`src/rtl/gcs_pkg.sv`:
```
`timescale 1ns/1ps
// Shared widths and types of the gate control scheduler.
// Assumes a fixed eight-class gate set and five egress ports per chip.
package gcs_pkg;
    localparam int GCS_TC    = 8;
    localparam int GCS_PORTS = 5;
    localparam int GCS_DW    = 8;

    typedef struct packed {
        logic [GCS_DW-1:0]    delta;
        logic                 gate_en;
        logic [GCS_TC-1:0]    closed;
        logic [GCS_PORTS-1:0] dest;
    } gcs_entry_t;

    typedef enum logic [1:0] {
        TH_IDLE = 2'd0,
        TH_WAIT = 2'd1,
        TH_RUN  = 2'd2
    } th_state_e;
endpackage

```
`src/rtl/gcs_cfg.sv`:
```
`timescale 1ns/1ps
// Configuration store: base time, thread count, entry-point records and
// the shared timeslot table. Rejects illegal writes and pulses cfg_err.
// Assumes at most one write strobe of each kind per cycle.
module gcs_cfg
    import gcs_pkg::*;
#(
    parameter int NT     = 8,
    parameter int DEPTH  = 16,
    parameter int TIME_W = 32,
    localparam int TW    = $clog2(NT),
    localparam int IW    = $clog2(DEPTH)
) (
    input  logic              clk,
    input  logic              rst_n,
    input  logic              base_we,
    input  logic [TIME_W-1:0] base_wdata,
    input  logic              cnt_we,
    input  logic [TW-1:0]     cnt_wdata,
    input  logic              ep_we,
    input  logic [TW-1:0]     ep_thr,
    input  logic [IW-1:0]     ep_addr_w,
    input  logic [GCS_DW-1:0] ep_off_w,
    input  logic [IW-1:0]     ep_end_w,
    input  logic              tbl_we,
    input  logic [IW-1:0]     tbl_waddr,
    input  gcs_entry_t        tbl_wdata,
    output logic [TIME_W-1:0] base_time,
    output logic [TW-1:0]     cnt_m1,
    output logic [IW-1:0]     ep_addr [NT],
    output logic [GCS_DW-1:0] ep_off [NT],
    output logic [IW-1:0]     ep_end [NT],
    output gcs_entry_t        tbl [DEPTH],
    output logic              cfg_err
);
    logic thr_ok, lo_ok, hi_ok, ep_ok;
    int   tsel;

    // Legality of an entry-point write: nonzero offset, ordered end index.
    always_comb begin
        tsel   = int'(ep_thr);
        thr_ok = (tsel < NT);
        lo_ok  = 1'b1;
        hi_ok  = 1'b1;
        if (thr_ok && tsel > 0)
            lo_ok = (ep_end_w >= ep_end[TW'(tsel - 1)]);
        if (thr_ok && tsel < NT - 1)
            hi_ok = (ep_end_w <= ep_end[TW'(tsel + 1)]);
        ep_ok = thr_ok && lo_ok && hi_ok && (ep_off_w != '0);
    end

    // Register and table storage with reset defaults.
    always_ff @(posedge clk) begin
        if (!rst_n) begin
            base_time <= '0;
            cnt_m1    <= '0;
            cfg_err   <= 1'b0;
            for (int t = 0; t < NT; t++) begin
                ep_addr[t] <= '0;
                ep_off[t]  <= GCS_DW'(1);
                ep_end[t]  <= IW'(DEPTH - 1);
            end
            for (int k = 0; k < DEPTH; k++)
                tbl[k] <= '{delta: GCS_DW'(1), gate_en: 1'b0, closed: '0, dest: '0};
        end else begin
            cfg_err <= (tbl_we && tbl_wdata.delta == '0) || (ep_we && !ep_ok);
            if (base_we)
                base_time <= base_wdata;
            if (cnt_we)
                cnt_m1 <= cnt_wdata;
            if (ep_we && ep_ok) begin
                ep_addr[ep_thr] <= ep_addr_w;
                ep_off[ep_thr]  <= ep_off_w;
                ep_end[ep_thr]  <= ep_end_w;
            end
            if (tbl_we && tbl_wdata.delta != '0)
                tbl[tbl_waddr] <= tbl_wdata;
        end
    end
endmodule

```
`src/rtl/gcs_thread.sv`:
```
`timescale 1ns/1ps
// One execution thread: waits for base time plus its offset, then walks
// its table slice, holding each entry for delta*TPD cycles, and wraps.
// Assumes the caller feeds back the hold value of the entry at idx.
module gcs_thread
    import gcs_pkg::*;
#(
    parameter int DEPTH  = 16,
    parameter int TIME_W = 32,
    parameter int TPD    = 25,
    localparam int IW    = $clog2(DEPTH),
    localparam int KW    = (TPD > 1) ? $clog2(TPD) : 1
) (
    input  logic              clk,
    input  logic              rst_n,
    input  logic              stop,
    input  logic              arm,
    input  logic [TIME_W-1:0] time_now,
    input  logic [TIME_W-1:0] base_time,
    input  logic [IW-1:0]     ep_addr,
    input  logic [GCS_DW-1:0] ep_off,
    input  logic [IW-1:0]     ep_end,
    input  logic [GCS_DW-1:0] cur_delta,
    output logic              active,
    output logic [IW-1:0]     idx
);
    th_state_e         state;
    logic [KW-1:0]     tick;
    logic [GCS_DW-1:0] dcnt;
    logic [TIME_W-1:0] t_start;
    logic              last_tick, last_delta;
    logic [IW-1:0]     next_idx;

    // Start time, end-of-entry detection and the next slice address.
    always_comb begin
        t_start    = base_time + TIME_W'(ep_off) * TIME_W'(TPD);
        last_tick  = (tick == KW'(TPD - 1));
        last_delta = ((GCS_DW+1)'(dcnt) + 1'b1) >= (GCS_DW+1)'(cur_delta);
        if (idx == ep_end || idx == IW'(DEPTH - 1))
            next_idx = ep_addr;
        else
            next_idx = idx + 1'b1;
    end

    // Thread state, tick prescaler, delta counter and slice pointer.
    always_ff @(posedge clk) begin
        if (!rst_n || stop) begin
            state <= TH_IDLE;
            idx   <= '0;
            tick  <= '0;
            dcnt  <= '0;
        end else begin
            unique case (state)
                TH_IDLE: if (arm) state <= TH_WAIT;
                TH_WAIT: if (time_now >= t_start) begin
                    state <= TH_RUN;
                    idx   <= ep_addr;
                    tick  <= '0;
                    dcnt  <= '0;
                end
                TH_RUN: if (last_tick) begin
                    tick <= '0;
                    if (last_delta) begin
                        dcnt <= '0;
                        idx  <= next_idx;
                    end else begin
                        dcnt <= dcnt + 1'b1;
                    end
                end else begin
                    tick <= tick + 1'b1;
                end
                default: state <= TH_IDLE;
            endcase
        end
    end

    assign active = (state == TH_RUN);
endmodule

```
`src/rtl/gcs_port_mux.sv`:
```
`timescale 1ns/1ps
// Per-port selection of the gate mask among running threads; the
// lowest-numbered claiming thread wins. Purely combinational.
module gcs_port_mux
    import gcs_pkg::*;
#(
    parameter int NT = 8
) (
    input  logic [NT-1:0]               active,
    input  logic [NT-1:0]               gate_en,
    input  logic [GCS_TC-1:0]           closed [NT],
    input  logic [GCS_PORTS-1:0]        dest [NT],
    output logic [GCS_PORTS-1:0]        port_owned,
    output logic [GCS_PORTS*GCS_TC-1:0] port_closed
);
    // Scan threads from highest to lowest so the lowest claim lands last.
    always_comb begin
        port_owned  = '0;
        port_closed = '0;
        for (int p = 0; p < GCS_PORTS; p++) begin
            for (int t = NT - 1; t >= 0; t--) begin
                if (active[t] && dest[t][p]) begin
                    port_owned[p] = 1'b1;
                    port_closed[p*GCS_TC +: GCS_TC] = gate_en[t] ? closed[t] : '0;
                end
            end
        end
    end
endmodule

```
`src/rtl/gate_sched.sv`:
```
`timescale 1ns/1ps
// Top of the multi-thread gate control scheduler: configuration store,
// NT execution threads over one shared table, and the per-port selector.
// Assumes time_now advances by one scheduler tick per clock or slower.
module gate_sched
    import gcs_pkg::*;
#(
    parameter int NT     = 8,
    parameter int DEPTH  = 16,
    parameter int TIME_W = 32,
    parameter int TPD    = 25,
    localparam int TW    = $clog2(NT),
    localparam int IW    = $clog2(DEPTH)
) (
    input  logic                        clk,
    input  logic                        rst_n,
    input  logic [TIME_W-1:0]           time_now,
    input  logic                        base_we,
    input  logic [TIME_W-1:0]           base_wdata,
    input  logic                        cnt_we,
    input  logic [TW-1:0]               cnt_wdata,
    input  logic                        ep_we,
    input  logic [TW-1:0]               ep_thr,
    input  logic [IW-1:0]               ep_addr_w,
    input  logic [GCS_DW-1:0]           ep_off_w,
    input  logic [IW-1:0]               ep_end_w,
    input  logic                        tbl_we,
    input  logic [IW-1:0]               tbl_waddr,
    input  logic [GCS_DW-1:0]           tbl_delta,
    input  logic                        tbl_gate_en,
    input  logic [GCS_TC-1:0]           tbl_closed,
    input  logic [GCS_PORTS-1:0]        tbl_dest,
    input  logic                        sched_go,
    input  logic                        sched_stop,
    output logic                        cfg_err,
    output logic [NT-1:0]               thr_active,
    output logic                        sched_start,
    output logic [GCS_PORTS-1:0]        port_owned,
    output logic [GCS_PORTS*GCS_TC-1:0] port_closed
);
    gcs_entry_t            wdata;
    logic [TIME_W-1:0]     base_time;
    logic [TW-1:0]         cnt_m1;
    logic [IW-1:0]         ep_addr [NT];
    logic [GCS_DW-1:0]     ep_off [NT];
    logic [IW-1:0]         ep_end [NT];
    gcs_entry_t            tbl [DEPTH];
    logic [IW-1:0]         idx [NT];
    gcs_entry_t            cur [NT];
    logic [NT-1:0]         cur_en;
    logic [GCS_TC-1:0]     cur_closed [NT];
    logic [GCS_PORTS-1:0]  cur_dest [NT];
    logic                  any_q;

    assign wdata = '{delta: tbl_delta, gate_en: tbl_gate_en,
                     closed: tbl_closed, dest: tbl_dest};

    gcs_cfg #(.NT(NT), .DEPTH(DEPTH), .TIME_W(TIME_W)) u_cfg (
        .clk(clk), .rst_n(rst_n),
        .base_we(base_we), .base_wdata(base_wdata),
        .cnt_we(cnt_we), .cnt_wdata(cnt_wdata),
        .ep_we(ep_we), .ep_thr(ep_thr), .ep_addr_w(ep_addr_w),
        .ep_off_w(ep_off_w), .ep_end_w(ep_end_w),
        .tbl_we(tbl_we), .tbl_waddr(tbl_waddr), .tbl_wdata(wdata),
        .base_time(base_time), .cnt_m1(cnt_m1),
        .ep_addr(ep_addr), .ep_off(ep_off), .ep_end(ep_end),
        .tbl(tbl), .cfg_err(cfg_err)
    );

    for (genvar t = 0; t < NT; t++) begin : g_thr
        logic arm;
        // A thread is armed only if it lies within the programmed count.
        assign arm = sched_go && !sched_stop && (TW'(t) <= cnt_m1);
        assign cur[t]        = tbl[idx[t]];
        assign cur_en[t]     = cur[t].gate_en;
        assign cur_closed[t] = cur[t].closed;
        assign cur_dest[t]   = cur[t].dest;

        gcs_thread #(.DEPTH(DEPTH), .TIME_W(TIME_W), .TPD(TPD)) u_thr (
            .clk(clk), .rst_n(rst_n), .stop(sched_stop), .arm(arm),
            .time_now(time_now), .base_time(base_time),
            .ep_addr(ep_addr[t]), .ep_off(ep_off[t]), .ep_end(ep_end[t]),
            .cur_delta(cur[t].delta),
            .active(thr_active[t]), .idx(idx[t])
        );
    end

    gcs_port_mux #(.NT(NT)) u_mux (
        .active(thr_active), .gate_en(cur_en), .closed(cur_closed),
        .dest(cur_dest), .port_owned(port_owned), .port_closed(port_closed)
    );

    // Remember whether any thread ran last cycle, for the start pulse.
    always_ff @(posedge clk) begin
        if (!rst_n) any_q <= 1'b0;
        else        any_q <= |thr_active;
    end

    assign sched_start = (|thr_active) && !any_q;
endmodule

```
`config.mk`:
```
export PLATFORM = sky130hd
export DESIGN_NAME = gate_sched
export DESIGN_NICKNAME = d
export VERILOG_FILES = /design/src/rtl/gcs_pkg.sv /design/src/rtl/gcs_cfg.sv /design/src/rtl/gcs_thread.sv /design/src/rtl/gcs_port_mux.sv /design/src/rtl/gate_sched.sv
export SDC_FILE = /design/constraint.sdc
export NUM_CORES = 2
export LEC_CHECK = 0
export BUFFER_PORTS_ARGS = -buffer_cell sky130_fd_sc_hd__buf_2
export CORE_ASPECT_RATIO = 0.75
export CORE_MARGIN = 4
export CORE_UTILIZATION = 30
export DETAILED_ROUTE_END_ITERATION = 8
export PLACE_DENSITY = 0.42
export RECOVER_POWER = 25
export SYNTH_ARGS = -nofsm -noshare
export SYNTH_HDL_FRONTEND = slang
export SYNTH_HIERARCHICAL = 1
export SYNTH_SLANG_ARGS = --single-unit
export TNS_END_PERCENT = 20
```
`constraint.sdc`:
```
create_clock -name clk -period 12.4 [get_ports clk]
set_clock_uncertainty 0.1 [all_clocks]
set_input_delay 2.48 -clock clk [delete_from_list [all_inputs] [get_ports clk]]
set_output_delay 2.48 -clock clk [all_outputs]
set_load 0.01 [all_outputs]
```
==> results.py <==
metrics = {
    "status": {
        "failed_checks": "capacitance limit, slew limit",
        "status": "complete, but fails checks",
    },
    "global_routing": {
        "overflow": 0,
        "antenna_found_initial": 37,
        "grt_max_degree": 216,
        "grt_pass1_vias": 62660,
        "grt_pass1_wl_microns": 485800,
        "grt_usage_pct": 26.20,
    },
    "worst_setup_path": {
        "cp_num_buf_inv": 3,
        "crit_path_end_kind": "flop",
        "critPathKind": "input pin to flop",
        "crit_chain": "clkbuf_1, buf_12, clkbuf_1, a21boi_2",
        "max_stage_delay_ps": 3070,
        "crit_slowest_cell": "clkbuf_1",
        "crit_family": "buffers and inverters",
        "required_ps": 12980,
        "worst-path-max-fanout": 215,
        "arrival_ps": 9810,
        "start_kind": "input pin",
        "cp_common_cell": "clkbuf_1",
    },
    "clocking": {
        "cts_hold_buf": 0,
        "cts.sinks": 669,
        "clkTransAtPathRegs_ps": 60,
        "cts_resized": 0,
        "cts_setup_buffers": 0,
        "cts_made_buffers": 90,
        "clkLatencyLatePin_ps": 750,
        "cts_tree": "built",
        "h-tree-depth": 3,
        "ctsRootBufferMaster": "clkbuf_16",
        "clockBufferDepth": 3,
    },
    "die": {
        "chipWidth_microns": 581.1,
        "coreArea_sq_mm": 0.2446,
        "start_util_pct": 30.21,
        "io_pins": 175,
        "die_area_sq_mm": 0.2544,
        "die_h_microns": 437.8,
        "rows": 157,
    },
    "route": {
        "initialDrtViolationCount": 8144,
        "vias_per_cell": 6.139,
        "post-route-drc-count": 0,
        "num_vias": 66960,
        "wl_per_cell_microns": 31.75,
        "routed_wl_microns": 346300,
        "drt_first_pass_iters": 7,
        "antenna_left": 0,
    },
    "sta": {
        "finalHoldViolations": 0,
        "setup_viol": 0,
        "hold_slack_ps": 357.2,
        "fin_crit_ps": 9230,
        "fmax_ghz": 0.1083,
        "slew_viol_final": 293,
        "period_share_pct": 74.44,
        "timing.setup.tns_ps": 0,
        "rsz0062_at_grt": "no",
        "relSlewSlack_pct": -198.3,
        "setup_slack_ps": 3170,
        "tightest_slew_ps": 4474,
    },
    "logic_synthesis": {
        "synthArstFlopShare_pct": 0,
        "postSynthCellCount": 7669,
        "synth_seq_cells": 669,
        "synth_area_sq_mm": 0.07389,
        "ys.flop_type": "dfxtp_1",
        "synth_top_area_cell": "mux4_2",
        "yosysUniqueCellTypes": 121,
        "ys_seq_area_share_pct": 18.12,
        "synthTopCellsByArea": "mux4_2, dfxtp_1, ha_1",
        "synth-edff-count": 0,
        "avgSynthCellArea_sq_um": 9.635,
        "yosysWarnings": 6,
        "synth_fp_nets": 8552,
        "synth_top_area_share_pct": 21.70,
    },
    "finish": {
        "instances_no_fill": 10910,
        "multiInputGateArea_sq_mm": 0.05628,
        "drive_gt1_share_pct": 21.29,
        "fin_nets": 8451,
        "area_growth_pct": 8.757,
        "fill_cells": 24870,
        "regArea_sq_mm": 0.01345,
    },
    "placed_design": {
        "dp_slack_ps": 4773,
        "place.gp.congestion": 0.9690,
        "dp_hpwl_microns": 235500,
        "post-place-cells": 10740,
        "io_buffers": 174,
    },
    "power_and_ir_drop": {
        "finalPower_mw": 5.880,
        "p_comb_share_pct": 14.8,
        "clkPwrFrac_pct": 47.4,
        "switching_share_pct": 30.56,
        "net-switching-power_mw": 1.797,
        "power_leakage_nw": 28.58,
        "ir_drop_mv": 0.08632,
        "powerDensity_mw_per_mm2": 73.16,
        "internal-power_mw": 4.083,
        "pwr-share-seq_pct": 37.8,
    },
    "job": {
        "max_cap_viol_count": 4,
    },
    "min_path": {
        "hold_path_class": "flop to flop",
    },
}
==> logic make-up after synthesis <==
family / after synthesis / synth area share (%)
AO/OA/AOI/OAI: 1660 / 17.78
flip-flops: 669 / 18.12
XOR/XNOR: 304 / 3.613
adder cells (fa/ha/maj): 763 / 13.89
AND/OR/NAND/NOR: 2465 / 16.15
multiplexers: 909 / 24.39
buffers and inverters: 899 / 6.053
==> metrics by stage <==
stage / cell area [sq um] / utilization [%]
finish: 80370 / 32.86
global route: 80340 / 32.85
CTS: 80390 / 32.87
detailed placement: 77370 / 31.63
global placement: 77370 / 31.63
floorplan: 73890 / -
==> metal layers <==
layer	part of all wire (%)	GRT usage (%)	wire, microns
met5	0.022	0	76
met2	40	35.80	136900
met3	12	8.847	42370
met4	2.8	6.727	9637
met1	45	38.83	157300
==> area by class of cell <==
type                       count  share of cell area, %
multi-input combinational   6101                  70.03
sequential                   669                  16.74
tap                         3259                  5.074
clock buffer                 118                  3.171
timing repair buffer         330                  2.597
inverter                     376                  1.756
clock inverter                43                 0.5932
antenna                       11                0.03425
==> path summary, 6_finish.rpt <==
path	from	end	slack, ps	cells after the start
worst max-delay path	rst_n	u_cfg/tbl[77]	3170	4
worst min-delay path	u_cfg/ep_addr[21]	u_cfg/ep_addr[21]	360	2
worst max register to register	u_cfg/base_time[7]	g_thr[3].u_thr/idx[2]	4500	22
worst min register to register	u_cfg/ep_addr[21]	u_cfg/ep_addr[21]	360	2
==> power groups by stage <==
stage / sequential [mW] / clock, mW / combinational (mW)
finish: 2.23 / 2.78 / 0.870
floorplan: 2.27 / 0 / 0.537
global placement: 2.27 / 0 / 0.844
global route: 2.23 / 2.91 / 0.957
CTS: 2.22 / 2.85 / 0.858
detailed placement: 2.27 / 0 / 0.854
==> worst register-to-register path, stage by stage (launching register included) <==
cell and delay, ps:
dfxtp_1 740, ha_1 370, fa_1 480, inv_1 50, fa_1 530, inv_1 40, ha_1 330, o21ai_0 290
a21boi_0 310, o211ai_1 310, a21oi_1 200, a2111oi_4 440, buf_4 300, nor2_1 90, xnor2_1 130, ha_1 320
nand4_1 200, nor4_4 590, o2111ai_2 410, a31oi_4 570, o31ai_4 250, or4_1 570, a31oi_1 170
==> synth_stat cells, types with 29 or more instances <==
library cell     n
xor2_1         155
nand2b_1        50
xnor2_1        148
nor3_1          69
fa_1            96
mux4_2         712
or3_1           29
buf_1           74
nor2_1         196
a211o_1         33
mux2i_1        187
a21oi_1        249
o221ai_1        44
o21ai_0        154
clkbuf_1       217
a41oi_1         30
nand4_1        100
inv_1          373
a21boi_1       237
and3_1         100
ha_1           667
and2_1          44
buf_6           46
nand3_1        245
a21o_1          48
nand2_1       1276
a22oi_2        165
a22oi_1        210
o211ai_1        42
buf_4           52
nor2b_1        150
a21boi_0        84
dfxtp_1        669
buf_2          100
o31ai_1         29
==> cell usage in the layout (no fill, tap or decap), types with 26 or more instances in the layout <==
| master | synthesis | layout |
|---|---|---|
| a211o_1 | 33 | 33 |
| a21boi_0 | 84 | 202 |
| a21boi_1 | 237 | 126 |
| a21o_1 | 48 | 48 |
| a21oi_1 | 249 | 249 |
| a22o_1 | 26 | 26 |
| a22oi_1 | 210 | 210 |
| a22oi_2 | 165 | 165 |
| a41oi_1 | 30 | 30 |
| and2_1 | 44 | 44 |
| and3_1 | 100 | 100 |
| buf_2 | 100 | 172 |
| buf_4 | 52 | 147 |
| clkbuf_16 | 0 | 91 |
| dfxtp_1 | 669 | 653 |
| fa_1 | 96 | 96 |
| ha_1 | 667 | 667 |
| inv_1 | 373 | 372 |
| mux2i_1 | 187 | 187 |
| mux4_2 | 712 | 712 |
| nand2_1 | 1276 | 1276 |
| nand2b_1 | 50 | 50 |
| nand3_1 | 245 | 245 |
| nand4_1 | 100 | 100 |
| nor2_1 | 196 | 188 |
| nor2b_1 | 150 | 131 |
| nor3_1 | 69 | 56 |
| o211ai_1 | 42 | 42 |
| o21ai_0 | 154 | 154 |
| o21bai_1 | 26 | 26 |
| o221ai_1 | 44 | 44 |
| o31ai_1 | 29 | 29 |
| or3_1 | 29 | 29 |
| xnor2_1 | 148 | 148 |
| xor2_1 | 155 | 155 |
==> registers in the layout, indices dropped and copies added (netlist names) <==
name               count
u_cfg/ep_addr         32
u_cfg/base_time       32
g_thr.u_thr/tick      40
u_cfg/cfg_err          1
any_q                  1
g_thr.u_thr/idx       32
u_cfg/ep_end          32
u_cfg/cnt_m1           3
g_thr.u_thr/dcnt      64
u_cfg/ep_off          64
u_cfg/tbl            352
g_thr.u_thr/state     16
No activity file was read; power rests on OpenSTA's default activity.
